`src/rtl/tbu_pkg.sv`:
```
package tbu_pkg;
  localparam int ADDR_W = 4;
  localparam int WORD_W = 32;

  localparam logic [ADDR_W-1:0] A_TSF_LO = 4'd0;
  localparam logic [ADDR_W-1:0] A_TSF_HI = 4'd1;
  localparam logic [ADDR_W-1:0] A_TBTT   = 4'd2;
  localparam logic [ADDR_W-1:0] A_PERIOD = 4'd3;
  localparam logic [ADDR_W-1:0] A_LEADS  = 4'd4;
  localparam logic [ADDR_W-1:0] A_CTRL   = 4'd5;
  localparam logic [ADDR_W-1:0] A_STATUS = 4'd6;
  localparam logic [ADDR_W-1:0] A_MISS   = 4'd7;
  localparam logic [ADDR_W-1:0] A_ATIM   = 4'd8;

  typedef struct packed {
    logic [7:0] win;
    logic [7:0] sw_lead;
    logic [7:0] dma_lead;
  } lead_cfg_t;
endpackage

```
`src/rtl/tbu_tsf_counter.sv`:
```
module tbu_tsf_counter #(
  parameter int TSF_W  = 64,
  parameter int HALF_W = 32
) (
  input  logic              clk,
  input  logic              rst,
  input  logic              tick,
  input  logic              lo_wr,
  input  logic              hi_wr,
  input  logic              toggle,
  input  logic              hi_rd,
  input  logic [HALF_W-1:0] wdata,
  output logic [TSF_W-1:0]  tsf,
  output logic [TSF_W-1:0]  tsf_nxt,
  output logic              hold,
  output logic              adv,
  output logic [HALF_W-1:0] snap_lo
);
  logic [HALF_W-1:0] stage_lo;

  assign tsf_nxt = tsf + TSF_W'(1);
  assign adv     = tick && !hold && !hi_wr;

  always_ff @(posedge clk) begin
    if (rst) begin
      tsf      <= '0;
      hold     <= 1'b0;
      stage_lo <= '0;
      snap_lo  <= '0;
    end else begin
      if (toggle) hold <= ~hold;
      if (lo_wr)  stage_lo <= wdata;
      if (hi_rd)  snap_lo <= tsf[HALF_W-1:0];
      if (hold)       tsf <= '0;
      else if (hi_wr) tsf <= {wdata, stage_lo};
      else if (tick)  tsf <= tsf_nxt;
    end
  end

  // a held counter reads zero
  p_hold_zero_r5: assert property (@(posedge clk) disable iff (rst)
    hold |=> (tsf == '0));
  // a counted tick moves by exactly one
  p_tick_step_r2: assert property (@(posedge clk) disable iff (rst)
    (tick && !hold && !hi_wr) |=> (tsf == $past(tsf) + TSF_W'(1)));
  // without a tick, load or hold the value stays
  p_idle_keep_r2: assert property (@(posedge clk) disable iff (rst)
    (!tick && !hold && !hi_wr) |=> $stable(tsf));
endmodule

```
`src/rtl/tbu_timers.sv`:
```
module tbu_timers #(
  parameter int TSF_W    = 64,
  parameter int CNT_W    = 32,
  parameter int PER_W    = 16,
  parameter int LEAD_W   = 8,
  parameter int TU_SHIFT = 10
) (
  input  logic              clk,
  input  logic              rst,
  input  logic              adv,
  input  logic [TSF_W-1:0]  tsf_nxt,
  input  logic              tbtt_wr,
  input  logic [CNT_W-1:0]  wdata,
  input  logic [PER_W-1:0]  period,
  input  logic [LEAD_W-1:0] dma_lead,
  input  logic [LEAD_W-1:0] sw_lead,
  input  logic [LEAD_W-1:0] win,
  output logic [CNT_W-1:0]  tgt0,
  output logic [CNT_W-1:0]  atim_tgt,
  output logic              fire_tbtt,
  output logic [3:0]        evt
);
  localparam int E8_SHIFT = TU_SHIFT - 3;
  localparam int NEV      = 4;

  logic [CNT_W-1:0]            tu_val, e8_val, win_eff;
  logic                        tu_edge, e8_edge;
  logic [NEV-1:0][CNT_W-1:0]   cmp_tgt;
  logic [NEV-1:0]              hit;

  assign tu_val  = tsf_nxt[TU_SHIFT +: CNT_W];
  assign e8_val  = tsf_nxt[E8_SHIFT +: CNT_W];
  assign tu_edge = (tsf_nxt[TU_SHIFT-1:0] == '0);
  assign e8_edge = (tsf_nxt[E8_SHIFT-1:0] == '0);
  assign win_eff = (win == '0) ? CNT_W'(1) : CNT_W'(win);

  assign cmp_tgt[0] = tgt0;
  assign cmp_tgt[1] = (tgt0 - CNT_W'(dma_lead)) << 3;
  assign cmp_tgt[2] = (tgt0 - CNT_W'(sw_lead)) << 3;
  assign cmp_tgt[3] = atim_tgt;

  for (genvar g = 0; g < NEV; g++) begin : g_cmp
    if (g == 1 || g == 2) begin : g_eighth
      assign hit[g] = adv && e8_edge && (e8_val == cmp_tgt[g]);
    end else begin : g_unit
      assign hit[g] = adv && tu_edge && (tu_val == cmp_tgt[g]);
    end
  end

  assign fire_tbtt = hit[0];

  always_ff @(posedge clk) begin
    if (rst) begin
      tgt0     <= '0;
      atim_tgt <= '0;
      evt      <= '0;
    end else begin
      evt <= hit;
      if (tbtt_wr) begin
        tgt0     <= wdata;
        atim_tgt <= wdata + win_eff;
      end else if (fire_tbtt) begin
        tgt0     <= tgt0 + CNT_W'(period);
        atim_tgt <= tgt0 + win_eff;
      end
    end
  end

  // the beacon target moves on by one period after it fires
  p_tbtt_advance_r6: assert property (@(posedge clk) disable iff (rst)
    (fire_tbtt && !tbtt_wr) |=> (tgt0 == $past(tgt0) + CNT_W'($past(period))));
  // the beacon event is a single-cycle pulse
  p_tbtt_pulse_r6: assert property (@(posedge clk) disable iff (rst)
    evt[0] |=> !evt[0]);
  // no event without a counted tick in the cycle before
  p_evt_needs_tick_r11: assert property (@(posedge clk) disable iff (rst)
    (evt != '0) |-> $past(adv));
endmodule

```
`src/rtl/tbu_bmiss.sv`:
```
module tbu_bmiss #(
  parameter int THR_W = 8
) (
  input  logic             clk,
  input  logic             rst,
  input  logic             fire,
  input  logic             bcn_rx,
  input  logic [THR_W-1:0] thr,
  input  logic             clr,
  output logic             flag
);
  logic [THR_W-1:0] cnt;
  logic [THR_W:0]   cnt_inc;
  logic             set;

  assign cnt_inc = {1'b0, cnt} + (THR_W+1)'(1);
  assign set     = fire && !bcn_rx && (thr != '0) && (cnt_inc >= {1'b0, thr});

  always_ff @(posedge clk) begin
    if (rst) begin
      cnt  <= '0;
      flag <= 1'b0;
    end else begin
      if (bcn_rx)    cnt <= '0;
      else if (set)  cnt <= '0;
      else if (fire) cnt <= cnt_inc[THR_W-1:0];
      if (set)      flag <= 1'b1;
      else if (clr) flag <= 1'b0;
    end
  end

  // the threshold being reached raises the status bit
  p_miss_set_r9: assert property (@(posedge clk) disable iff (rst)
    set |=> flag);
  // the status bit only rises on a beacon event
  p_miss_rise_r9: assert property (@(posedge clk) disable iff (rst)
    $rose(flag) |-> $past(fire));
  // write-one clears when no new miss competes
  p_w1c_r10: assert property (@(posedge clk) disable iff (rst)
    (clr && !set) |=> !flag);
endmodule

```
`src/rtl/tsf_beacon_unit.sv`:
```
module tsf_beacon_unit
  import tbu_pkg::*;
#(
  parameter int TSF_W    = 64,
  parameter int PER_W    = 16,
  parameter int TU_SHIFT = 10
) (
  input  logic              clk,
  input  logic              rst,
  input  logic              us_tick,
  input  logic              bcn_rx,
  input  logic              wr_en,
  input  logic [ADDR_W-1:0] wr_addr,
  input  logic [WORD_W-1:0] wr_data,
  input  logic              rd_en,
  input  logic [ADDR_W-1:0] rd_addr,
  output logic [WORD_W-1:0] rd_data,
  output logic              evt_tbtt,
  output logic              evt_dma_alert,
  output logic              evt_sw_alert,
  output logic              evt_atim_end,
  output logic              bmiss_irq
);
  localparam int THR_W = 8;

  logic [TSF_W-1:0]  tsf, tsf_nxt;
  logic [WORD_W-1:0] snap_lo, tgt0, atim_tgt;
  logic              hold, adv, fire_tbtt;
  logic [3:0]        evt;
  logic [PER_W-1:0]  period;
  lead_cfg_t         leads;
  logic [THR_W-1:0]  thr;

  logic w_lo, w_hi, w_tbtt, w_ctrl, w_stat;
  assign w_lo   = wr_en && (wr_addr == A_TSF_LO);
  assign w_hi   = wr_en && (wr_addr == A_TSF_HI);
  assign w_tbtt = wr_en && (wr_addr == A_TBTT);
  assign w_ctrl = wr_en && (wr_addr == A_CTRL) && wr_data[0];
  assign w_stat = wr_en && (wr_addr == A_STATUS) && wr_data[0];

  always_ff @(posedge clk) begin
    if (rst) begin
      period <= '0;
      leads  <= '0;
      thr    <= '0;
    end else if (wr_en) begin
      if (wr_addr == A_PERIOD) period <= wr_data[PER_W-1:0];
      if (wr_addr == A_LEADS)  leads  <= wr_data[$bits(lead_cfg_t)-1:0];
      if (wr_addr == A_MISS)   thr    <= wr_data[THR_W-1:0];
    end
  end

  tbu_tsf_counter #(.TSF_W(TSF_W), .HALF_W(WORD_W)) u_cnt (
    .clk(clk), .rst(rst), .tick(us_tick), .lo_wr(w_lo), .hi_wr(w_hi),
    .toggle(w_ctrl), .hi_rd(rd_en && (rd_addr == A_TSF_HI)), .wdata(wr_data),
    .tsf(tsf), .tsf_nxt(tsf_nxt), .hold(hold), .adv(adv), .snap_lo(snap_lo)
  );

  tbu_timers #(.TSF_W(TSF_W), .CNT_W(WORD_W), .PER_W(PER_W), .LEAD_W(8),
               .TU_SHIFT(TU_SHIFT)) u_tmr (
    .clk(clk), .rst(rst), .adv(adv), .tsf_nxt(tsf_nxt), .tbtt_wr(w_tbtt),
    .wdata(wr_data), .period(period), .dma_lead(leads.dma_lead),
    .sw_lead(leads.sw_lead), .win(leads.win), .tgt0(tgt0),
    .atim_tgt(atim_tgt), .fire_tbtt(fire_tbtt), .evt(evt)
  );

  tbu_bmiss #(.THR_W(THR_W)) u_miss (
    .clk(clk), .rst(rst), .fire(fire_tbtt), .bcn_rx(bcn_rx), .thr(thr),
    .clr(w_stat), .flag(bmiss_irq)
  );

  assign evt_tbtt      = evt[0];
  assign evt_dma_alert = evt[1];
  assign evt_sw_alert  = evt[2];
  assign evt_atim_end  = evt[3];

  always_ff @(posedge clk) begin
    if (rst) begin
      rd_data <= '0;
    end else if (rd_en) begin
      case (rd_addr)
        A_TSF_LO: rd_data <= snap_lo;
        A_TSF_HI: rd_data <= tsf[TSF_W-1 -: WORD_W];
        A_TBTT:   rd_data <= tgt0;
        A_PERIOD: rd_data <= WORD_W'(period);
        A_LEADS:  rd_data <= WORD_W'(leads);
        A_CTRL:   rd_data <= WORD_W'(hold);
        A_STATUS: rd_data <= WORD_W'(bmiss_irq);
        A_MISS:   rd_data <= WORD_W'(thr);
        A_ATIM:   rd_data <= atim_tgt;
        default:  rd_data <= '0;
      endcase
    end
  end

  // an upper-half write loads the counter whole
  p_load_hi_r4: assert property (@(posedge clk) disable iff (rst)
    (w_hi && !hold) |=> (tsf[TSF_W-1 -: WORD_W] == $past(wr_data)));
endmodule

```
`config.mk`:
```
export PLATFORM = sky130hd
export DESIGN_NAME = tsf_beacon_unit
export DESIGN_NICKNAME = d
export VERILOG_FILES = /design/src/rtl/tbu_pkg.sv /design/src/rtl/tbu_tsf_counter.sv /design/src/rtl/tbu_timers.sv /design/src/rtl/tbu_bmiss.sv /design/src/rtl/tsf_beacon_unit.sv
export SDC_FILE = /design/constraint.sdc
export NUM_CORES = 1
export LEC_CHECK = 0
export CAP_MARGIN = 40
export CORE_MARGIN = 1
export CORE_UTILIZATION = 45
export DETAILED_ROUTE_END_ITERATION = 10
export PLACE_DENSITY = 0.7
export SKIP_LAST_GASP = 1
export SYNTH_ARGS = -nofsm -noshare
export SYNTH_HDL_FRONTEND = slang
export SYNTH_SLANG_ARGS = --single-unit
```
`constraint.sdc`:
```
create_clock -name clk -period 3.4 [get_ports clk]
set_input_delay 1.02 -clock clk [delete_from_list [all_inputs] [get_ports clk]]
set_output_delay 1.02 -clock clk [all_outputs]
set_load 0.02 [all_outputs]
```
==> results by group, run 1 <==
Run status
  • Status: finished with violations
  • Failing checks: setup timing

Synthesis
  • Post-synth ARST share: 0
  • Yosys Warn Count: 0
  • Synth top area cells: dfxtp_1 (30%), xnor2_1 (7.0%), nand2_1 (6.8%)
  • Syn_nets: 2,666
  • Top FF cell, synth: dfxtp_1
  • Cell variety after synth: between 70 and 80
  • Mapped Area: about 0.019 sq mm
  • Seq cells post-synth: 286
  • Cells after Synth: 2,557
  • Synth top area share: 0.298
  • Register area share after synthesis: 0.298
  • Post-synth EDFFs: 0
  • Post-Syn Area per Cell: 7.52 sq um
  • Top cell type by total area after synthesis: dfxtp_1

Timing
  • Slew @ Worst Pin: 0.964 ns
  • Pins Over Slew Limit: 0
  • Fmax: 0.270 GHz
  • Clock Skew: 0.0318 ns
  • Period utilisation layout: 1.09
  • Final min period: between 3 and 4 ns
  • Unrepaired setup endpoints after global routing: yes
  • Final worst setup slack: -0.303 ns
  • Hold Fails Final Rpt: 0
  • Final setup fails: 75
  • Max_slew headroom: 0.357

GRT
  • Vias in the first global route: 20,195
  • Remaining Overflow, GRT: 0
  • Largest net degree at the start of global routing: 107
  • GRT Overall Usage: 0.410
  • First-pass GRT wire length: 132,000 um
  • Initial antenna violation count: 1

Setup path
  • Worst Path Class, Setup: register to register
  • Worst Path Arrival: 4.17 ns
  • Worst EP required: 3.86 ns
  • Maximum fanout along the worst path: 7
  • R2R setup slack: -0.30 ns
  • Startpoint types: register
  • CP endpoint kind: register

Clock tree
  • TritonCTS clock tree: built
  • Clock transition at path regs: 0.06 ns
  • Clock Tree Buf Depth: 3
  • CTS buffer count: 37
  • Clock latency on the worst-skew pair: 0.59 ns
  • Clock Sinks: 286
  • H-tree levels: 2
  • Clock root buffer: clkbuf_16

Floorplan
  • Initial core utilization: 0.458
  • Rows: 75
  • Die W: 209 um
  • I/O pin count: 83
  • Total die area: 0.0436 sq mm
  • Core ar.: 0.0420 sq mm
  • Chip height: 209 um

Route
  • Final wirelength: 92,500 um
  • TritonRoute pass-1 iters: 6
  • Routed length on met2: 39,700 um
  • Iter 0 DRT Violations: 2,513
  • WL met3: 10,800 um
  • Total number of vias: ~22,000
  • WL met1: 37,000 um
  • WL per Instance: between 20 and 30 um
  • Final ANT Viol Nets: 0
  • Vias/cell: ~6.2
  • # DRC: 0
  • Highest Signal Layer: met5

Pwr
  • Worst VDD drop: 0.000394 V
  • LEAKAGE: 9.87 nW
  • Power Total: 0.00924 W
  • Pwr Density: roughly 360 mW/mm^2

Place
  • Post-DP HPWL: 69,900 um
  • Placer Congestion: 1.02
  • Port bufs: 82
  • Post-placement cell count: 3,405
  • Post-DP Area: 0.0235 sq mm
  • Worst slack, placed: -0.895 ns

Job
  • Max_cap viols: 0

Layout
  • Filler cell count: 3,845
  • Ratio of cells with drive above 1 in the final layout: 0.208
  • Area growth, synth to finish: 32.4%
  • Finished Cell Area: approximately 0.025 sq mm
  • Post-layout net count: 3,035
  • Final non-filler cell total: around 3,500

Worst hold path
  • Worst hold path class: register to register
## state kept, by name, summed over array words and instances (netlist names)
signal	flops
u_cnt.stage_lo	32
u_cnt.snap_lo	32
rd_data	32
u_tmr.evt	4
u_cnt.hold	1
u_miss.cnt	8
thr	8
u_tmr.tgt0	32
u_cnt.tsf	64
leads	24
u_tmr.atim_tgt	32
u_miss.flag	1
period	16
## power breakdown
group,switching (W),internal (W),leakage [nW]
combinational,0.000811,0.000597,6.91
sequential,0.0000731,0.00340,2.31
clock,0.00173,0.00263,0.653
## worst max-delay path: stages, from the launching register on
cell       delay (ns)
dfxtp_4          0.37
nand4_1          0.18
or4_4            0.70
or3_4            0.40
xnor2_4          0.14
or3b_4           0.39
nor4b_4          0.21
buf_4            0.16
nand4_4          0.11
buf_12           0.18
clkbuf_16        0.17
or3_1            0.32
a311oi_2         0.26
## cells in the mapped netlist, drive strengths merged, types with 14 or more instances
| cell type | number |
|---|---|
| nand2b | 19 |
| nand3 | 76 |
| inv | 57 |
| nor2 | 273 |
| clkbuf | 171 |
| mux2i | 64 |
| xor2 | 99 |
| a31oi | 20 |
| xnor2 | 155 |
| nor2b | 14 |
| dfxtp | 286 |
| nor4 | 43 |
| a211oi | 68 |
| a21oi | 231 |
| a22oi | 34 |
| a221oi | 16 |
| a311oi | 27 |
| o22ai | 28 |
| nand4 | 44 |
| nand2 | 350 |
| nor3 | 62 |
| buf | 30 |
| and3 | 46 |
| o21ai | 89 |
| or3 | 30 |
| ha | 58 |
## metal layers
metal  track usage  vias up
met1         0.549    10376
li1              -     9787
met3        0.0836      250
met2         0.627     1375
met5             0        -
met4         0.199        2
## logic make-up (layout without fill, tap and decap cells)
family,Yosys count,in the layout,synth area share
AOI/OAI and AO/OA,585,585,0.189
xor gates and xnor gates,264,264,0.128
DFF,286,286,0.298
muxes,67,67,0.0351
adders and majority gates,63,63,0.0429
other,0,1,0
and+or+nand+nor,1034,1034,0.256
buffers and inverters,258,656,0.0516
## final cells by class
cell class / instances / area, sq um / area share
multi-input cells: 2013 / 13000 / 0.509
flip-flops and latches: 286 / 5740 / 0.225
repair buffers: 531 / 4540 / 0.178
clock buffers: 50 / 1040 / 0.0410
well taps: 539 / 674 / 0.0265
clock inverters: 18 / 270 / 0.0106
inverters: 57 / 226 / 0.00889
diodes: 1 / 2.50 / 0.0000982
## path summary, 6_finish.rpt
kind                                    startpoint                 end  depth (start not counted)
worst max-delay path                  u_cnt.tsf[2]      u_tmr.tgt0[21]                         12
worst min-delay path            u_cnt.stage_lo[25]  u_cnt.stage_lo[25]                          2
worst max register to register        u_cnt.tsf[2]      u_tmr.tgt0[21]                         12
worst min register to register  u_cnt.stage_lo[25]  u_cnt.stage_lo[25]                          2
## what timing repair did
item	CTS	global route
resized for setup	46	75
pin swaps	18	44
hold buffers	0	0
gates cloned	1	4
setup buffers	8	9
setup endpoints to repair	75	77
## stage by stage
step                       util  hold slack, ns  setup TNS (ns)
after global placement    0.557           0.442          -41.09
after global routing      0.606           0.469          -23.34
after floorplan               -           0.436         -0.0121
final                     0.606           0.456          -13.23
after detailed placement  0.558           0.447          -44.65
after CTS                 0.595           0.455           -9.63
## cells in the final DEF (no fill, tap or decap), types with 31 or more instances in the layout
master | Yosys | final
buf_4 | 2 | 419
nand2_1 | 350 | 347
dfxtp_1 | 286 | 281
nor2_1 | 272 | 263
a21oi_1 | 231 | 227
xnor2_1 | 154 | 148
xor2_1 | 99 | 98
clkdlybuf4s50_1 | 0 | 80
nand3_1 | 76 | 76
o21ai_0 | 88 | 70
a211oi_1 | 68 | 64
mux2i_1 | 64 | 62
ha_1 | 58 | 57
inv_1 | 56 | 56
nor3_1 | 61 | 52
and3_1 | 46 | 46
nand4_1 | 41 | 41
clkbuf_16 | 0 | 41
a22oi_1 | 34 | 34
nor4_1 | 41 | 31
No activity file was read; power rests on OpenSTA's default activity.
==> run 2, diff against run 1 <==
--- a/config.mk
+++ b/config.mk
@@ -5,7 +5,7 @@
 export SDC_FILE = /design/constraint.sdc
 export NUM_CORES = 1
 export LEC_CHECK = 0
-export CAP_MARGIN = 40
+export CAP_MARGIN = 20
 export CORE_MARGIN = 1
 export CORE_UTILIZATION = 45
 export DETAILED_ROUTE_END_ITERATION = 10
==> run 2 against run 1 <==
Effect of this change:
- the run still ends with setup timing left
- critical path type unchanged
- sequential share of layout area is 0.39 points lower
- non-clock buffer count is 13 higher
- clock-buffer cell count is 7 lower
- maximum frequency is 0.92% lower
==> results by group, run 2 (synthesis gave the netlist of run 1 again) <==
Layout
  • Diodes inserted: 0
  • Max reg flops: 64
  • Top reg by flops: u_cnt.tsf
  • Register area: approximately 0.0057 sq mm
  • Ratio of cells with drive above 1 in the final layout: 0.229
  • Final non-filler cell total: 3,504
  • Multi-input logic area: 0.0133 sq mm
  • Commonest non-fill, non-tap cell in the layout: buf_4
  • Finished Cell Area: 0.0259 sq mm
  • Area growth, synth to finish: 34.8%
  • Filler cell count: 3,777
  • Most frequent cells in the layout: buf_4 (423), nand2_1 (346), dfxtp_1 (277)
  • Post-layout net count: 3,047

Timing
  • Max_slew headroom: 0.326
  • Hold Fails Final Rpt: 0
  • Unrepaired setup endpoints after global routing: yes
  • Fmax: 0.268 GHz
  • Setup_tns: -16.52 ns
  • Final setup fails: 75
  • Slew @ Worst Pin: 1.01 ns
  • Period utilisation layout: 1.10
  • Pins Over Slew Limit: 0
  • Clock Skew: about 0.023 ns
  • Final min period: 3.74 ns
  • Final worst setup slack: -0.337 ns

Pwr
  • Switching Share: 0.287
  • Logic gate share of total power: 0.157
  • Clock power frac: 0.464
  • Flop pwr share: 0.379
  • Pwr Density: between 300 and 400 mW/mm^2
  • LEAKAGE: 9.99 nW
  • Pint: 0.00654 W
  • Net switching power: 0.00263 W
  • Power Total: 0.00917 W
  • Worst VDD drop: about 0.00040 V

Floorplan
  • Rows: 75
  • I/O pin count: 83
  • Initial core utilization: 0.458
  • Chip height: 209 um
  • Core ar.: 0.0420 sq mm
  • Die W: 209 um
  • Total die area: 0.0436 sq mm

Run status
  • Status: finished with violations
  • Failing checks: setup timing

Clock tree
  • Clock root buffer: clkbuf_16
  • CTS buffer count: 36
  • Clock Sinks: 286
  • Clock Tree Buf Depth: 3
  • Clock transition at path regs: roughly 0.06 ns
  • H-tree levels: 2
  • Clock latency on the worst-skew pair: 0.58 ns
  • TritonCTS clock tree: built

Setup path
  • CP endpoint kind: register
  • Maximum fanout along the worst path: 8
  • Worst Path Class, Setup: register to register
  • Worst EP required: roughly 3.8 ns
  • Startpoint types: register
  • Worst Path Arrival: 4.17 ns

GRT
  • Largest net degree at the start of global routing: 107
  • Remaining Overflow, GRT: 0
  • GRT Overall Usage: 0.410
  • First-pass GRT wire length: 132,000 um
  • Initial antenna violation count: 2
  • Vias in the first global route: slightly above 20,000

Job
  • Max_cap viols: 0

Route
  • WL met3: 10,400 um
  • WL met1: 37,700 um
  • Iter 0 DRT Violations: 2,559
  • Total number of vias: approximately 22,000
  • TritonRoute pass-1 iters: 6
  • Vias/cell: about 6.3
  • # DRC: 0
  • WL per Instance: approximately 27 um
  • Highest Signal Layer: met4
  • Final ANT Viol Nets: 0
  • Routed length on met2: 40,100 um
  • Final wirelength: 93,700 um

Place
  • Port bufs: 82
  • Post-placement cell count: between 3,000 and 4,000
  • Placer Congestion: 1.02
  • Post-DP HPWL: ~70,000 um
  • Post-DP Area: 0.0234 sq mm

Worst hold path
  • Worst hold path class: register to register
[run 2: cell types whose count changed in the layout (fill, tap and decap cells not counted), sizes merged]
cell,before,now
buf,446,456
clkinvlp,0,4
clkbuf,54,51
clkdlybuf4s15,1,0
clkinv,10,11
diode,1,0
inv,59,58
[run 2: power by group through the flow]
stage	Combinational, W	Sequential [W]	Clock [W]
finish	0.00144	0.00348	0.00425
detailed placement	0.00132	0.00355	0
global placement	0.00131	0.00354	0
CTS	0.00134	0.00347	0.00427
global route	0.00151	0.00348	0.00437
floorplan	0.000684	0.00351	0
[run 2: cell type report]
cell class                      count  area share
Clock buffer                       43      0.0377
Clock inverter                     22      0.0116
Inverter                           57     0.00873
Multi-Input combinational cell   2013       0.512
Sequential cell                   286       0.221
Tap cell                          539      0.0260
Timing Repair Buffer              544       0.183
[run 2: final timing paths]
| kind | start | end | slack, ns | cells after the start |
|---|---|---|---|---|
| min | u_cnt.stage_lo[19] | u_cnt.stage_lo[19] | 0.46 | 2 |
| max reg2reg | u_cnt.tsf[2] | u_tmr.atim_tgt[4] | -0.34 | 13 |
| max | u_cnt.tsf[2] | u_tmr.atim_tgt[4] | -0.34 | 13 |
| min reg2reg | u_cnt.stage_lo[19] | u_cnt.stage_lo[19] | 0.46 | 2 |
[run 2: per-layer routing]
metal  vias to the layer above  track usage
met3                       268       0.0833
li1                       9798            -
met1                     10558        0.549
met4                         0        0.204
met2                      1332        0.625
met5                         -            0
[run 2: critical path: stages (launching register included)]
cell and delay (ns):
dfxtp_4 0.36, nand4_1 0.16, or4_4 0.68, or3_4 0.44, xnor2_4 0.14, or3b_4 0.43, nor4b_4 0.22, buf_4 0.16
nand4_4 0.10, buf_12 0.17, clkbuf_16 0.18, clkbuf_16 0.18, a211oi_1 0.27, nor3_1 0.08
[run 2: stage by stage]
stage                     hold slack (ns)  setup WS, ns   util
after floorplan                     0.436      -0.00480      -
after global placement              0.442        -0.816  0.557
after detailed placement            0.447        -0.891  0.557
after CTS                           0.455        -0.313  0.594
after global routing                0.477        -0.389  0.617
final                               0.456        -0.337  0.617
[run 2: what timing repair did]
item,in CTS,in global routing
hold buffers,0,0
setup buffers,11,15
cloned,1,11
pin swaps,21,77
setup endpoints to repair,74,77
hold endpoints to repair,0,0
resized for setup,46,157
